### config.mk
export PLATFORM = sky130hd
export DESIGN_NAME = wide_rd_adapter
export DESIGN_NICKNAME = d
export VERILOG_FILES = /design/src/rtl/wide_rd_adapter.sv
export SDC_FILE = /design/constraint.sdc
export NUM_CORES = 1
export LEC_CHECK = 0
export CAP_MARGIN = 10
export CORE_ASPECT_RATIO = 1.4
export CORE_MARGIN = 10
export CORE_UTILIZATION = 34
export DETAILED_ROUTE_END_ITERATION = 8
export DONT_BUFFER_PORTS = 1
export PLACE_DENSITY = 0.52
export SLEW_MARGIN = 5
export SYNTH_ARGS = -nofsm -noshare
export SYNTH_HDL_FRONTEND = slang
export SYNTH_SLANG_ARGS = --single-unit
export TNS_END_PERCENT = 1
### constraint.sdc
create_clock -name clk -period 1.4 [get_ports clk]
set_input_delay 0.21 -clock clk [delete_from_list [all_inputs] [get_ports clk]]
set_output_delay 0.21 -clock clk [all_outputs]
set_load 0.02 [all_outputs]
### src/rtl/wide_rd_adapter.sv
module wide_rd_adapter #(
  parameter int AW = 16
) (
  input  logic          clk,
  input  logic          rst_n,
  input  logic          hsel,
  input  logic [AW-1:0] haddr,
  input  logic [1:0]    htrans,
  input  logic          hready,
  output logic [31:0]   hrdata,
  output logic          hreadyout,
  output logic          hresp,
  output logic [AW-4:0] mem_addr,
  output logic          mem_rd,
  input  logic [63:0]   mem_rdata
);

  localparam int IW = AW - 3;

  logic take;
  logic hi_q;

  assign take      = hsel && hready && htrans[1];
  assign mem_rd    = take;
  assign mem_addr  = haddr[AW-1:3];
  assign hreadyout = 1'b1;
  assign hresp     = 1'b0;

  always_ff @(posedge clk or negedge rst_n)
    if (!rst_n)    hi_q <= 1'b0;
    else if (take) hi_q <= haddr[2];

  assign hrdata = hi_q ? mem_rdata[63:32] : mem_rdata[31:0];

  assert_index_R1: assert property (@(posedge clk) disable iff (!rst_n)
    mem_rd |-> (({mem_addr, 3'b000} | {{IW{1'b0}}, haddr[2:0]}) == haddr));

  assert_no_read_idle_R2: assert property (@(posedge clk) disable iff (!rst_n)
    (!htrans[1] || !hsel || !hready) |-> !mem_rd);

  assert_lane_mux_R3: assert property (@(posedge clk) disable iff (!rst_n)
    mem_rd |=> (hrdata == ($past(haddr[2]) ? mem_rdata[63:32] : mem_rdata[31:0])));

  assert_lane_hold_R6: assert property (@(posedge clk) disable iff (!rst_n)
    (!mem_rd ##1 $stable(mem_rdata)) |-> $stable(hrdata));

endmodule

==> impl_metrics.tcl <==
set metrics [dict create \
    critPathTopFamily "flip-flops" \
    initial_core_util 0.356 \
    synth_area_um2 703 \
    dieWidth_um 58.4 \
    crit_chain "buf_12 -> mux2_4" \
    path_clk_slew_ns 0 \
    largest-register "hi_q" \
    dpl.cell_count 60 \
    ir_drop_v 0.000360 \
    top_regs "hi_q: 1 flops" \
    crit_path_start_kind "flip-flop" \
    critical_path_class "flip-flop to output pin" \
    drt-pass1-iter-count 2 \
    arrival_ns 1.00 \
    postSynthAreaPerCell_um2 12.6 \
    wl_um 2110 \
    drc 0 \
    antenna_found_initial 0 \
    ys_types 8 \
    finalSetupTns_ns 0 \
    cap_violations 0 \
    cp_num_cells 2 \
    nets 128 \
    instances_no_fill 61 \
    status "completed" \
    largest_reg_flops 1 \
    hold_ws_ns 0.366 \
    vias 360 \
    gp_congestion 0.597 \
    worstPathMaxFanout 18 \
    dieArea_um2 4310 \
    end_kind "output pin" \
    ys_seq_elements 1 \
    grt_pass1_vias 445 \
    cp_num_buf_inv 1 \
    p_sw_frac 0.509 \
    power_frac_seq 0.077 \
    gr-total-overflow 0 \
    hpwl_um 1990 \
    clock_skew_ns 0 \
    fmax_mhz 828 \
    drtIter0Drc 3 \
    yosysWarningCount 0 \
    clkPwrFrac 0 \
    clk-insertion-delay-late_ns 0 \
    cpPeakStageDelay_ns 0.43 \
    diodes 0 \
    port_buffers 0 \
    synth_nets 142 \
    drive_gt1_frac 0.900 \
    routedWlPerCell_um 34.5 \
    dp_slack_ns 0.176 \
    hp-class "input pin to flip-flop" \
    synthCells 56 \
    fin_util 0.302 \
    grt_use_total 0.0737 \
    hold_violations 0 \
    area_delta_synth_final_pct -15.1 \
    power.density_nw_per_um2 1110 \
    antenna_left 0 \
    internal_power_mw 0.324 \
    dieHeight_um 73.8 \
    power.switching_mw 0.336 \
    ios 134 \
    grt_max_degree 19 \
    holdPathStages 1 \
    slew_viol_final 0 \
    via_per_inst 5.90 \
    rows 19 \
    min_period_ns 1.21 \
    fin_crit_sh 0.863 \
    finalSetupViolations 0 \
    synth.yosys.seq_area_share 0.0356 \
    power_frac_comb 0.923 \
    rsz0062_at_grt "no" \
    setup_slack_ns 0.192 \
    core-area_um2 1970 \
    cp.required_ns 1.19 \
    rr_worst_depth 2 \
    p_leak_nw 0.296 \
    slowest_stage "dfrtp_2" \
    grt_pass1_wl_um 2680 \
]
[path summary, 6_finish.rpt]
path | start | endpoint | slack (ns)
worst min-delay path | haddr[2] | hi_q$_DFFE_PN0P_ | 0.37
min in group asynchronous | rst_n | hi_q$_DFFE_PN0P_ | 0.43
worst max register to register | hi_q$_DFFE_PN0P_ | hi_q$_DFFE_PN0P_ | 0.38
worst max-delay path | hi_q$_DFFE_PN0P_ | hrdata[1] | 0.19
worst min register to register | hi_q$_DFFE_PN0P_ | hi_q$_DFFE_PN0P_ | 0.84
max in group asynchronous | rst_n | hi_q$_DFFE_PN0P_ | 0.86
[power by group through the flow]
| stage | Sequential [mW] | Combinational, mW | Clock (mW) |
|---|---|---|---|
| after global placement | 0.0512 | 0.615 | 0 |
| after floorplan | 0.0370 | 0.680 | 0 |
| after CTS | 0.0519 | 0.622 | 0 |
| after detailed placement | 0.0521 | 0.619 | 0 |
| after global routing | 0.0532 | 0.638 | 0 |
| final | 0.0508 | 0.610 | 0 |
[synth_stat cells (all sizes together)]
library cell	count	area share
mux2	33	0.68
buf	19	0.26
dfrtp	1	0.036
conb	2	0.011
and3	1	0.0089
[stage by stage]
stage,area [um^2],power [mW]
2_1_floorplan,703,0.717
3_3_place_gp,587,0.666
3_5_place_dp,587,0.671
4_1_cts,597,0.674
5_1_grt,597,0.691
6_report,597,0.660
[timing repair]
action                                  CTS  global route
endpoints found under the hold margin     1             0
buffers inserted                          0             0
resized for setup                         0             0
endpoints found under the setup margin    0             0
hold buffers                              1             0
[logic make-up (layout without fill, tap and decap cells)]
group	after synthesis	in the layout	synth area share
buffers and inverters	19	3	0.262
flip-flops	1	1	0.0356
multiplexers	33	33	0.683
other	2	2	0.0107
AND/OR/NAND/NOR	1	1	0.00890
[placed cells by master (no fill, tap or decap)]
cell type,instances
dfrtp_2,1
dlygate4sd3_1,1
conb_1,2
mux2_2,4
mux2_4,29
and3_1,1
buf_12,2
[routing by layer]
metal | global-route usage | up-vias | part of all wire
met3 | 0.0776 | 0 | 0.26
met2 | 0.131 | 59 | 0.53
met4 | 0.00262 | 0 | 0
met5 | 0 | - | 0
li1 | - | 147 | -
met1 | 0.0561 | 154 | 0.22
[area by class of cell]
class	count	area [um^2]
tap	21	26.3
fill	188	1380
sequential	1	26.3
multi-input combinational	36	494
timing repair buffer	3	50.0
Power figures use the tool's default switching activity.
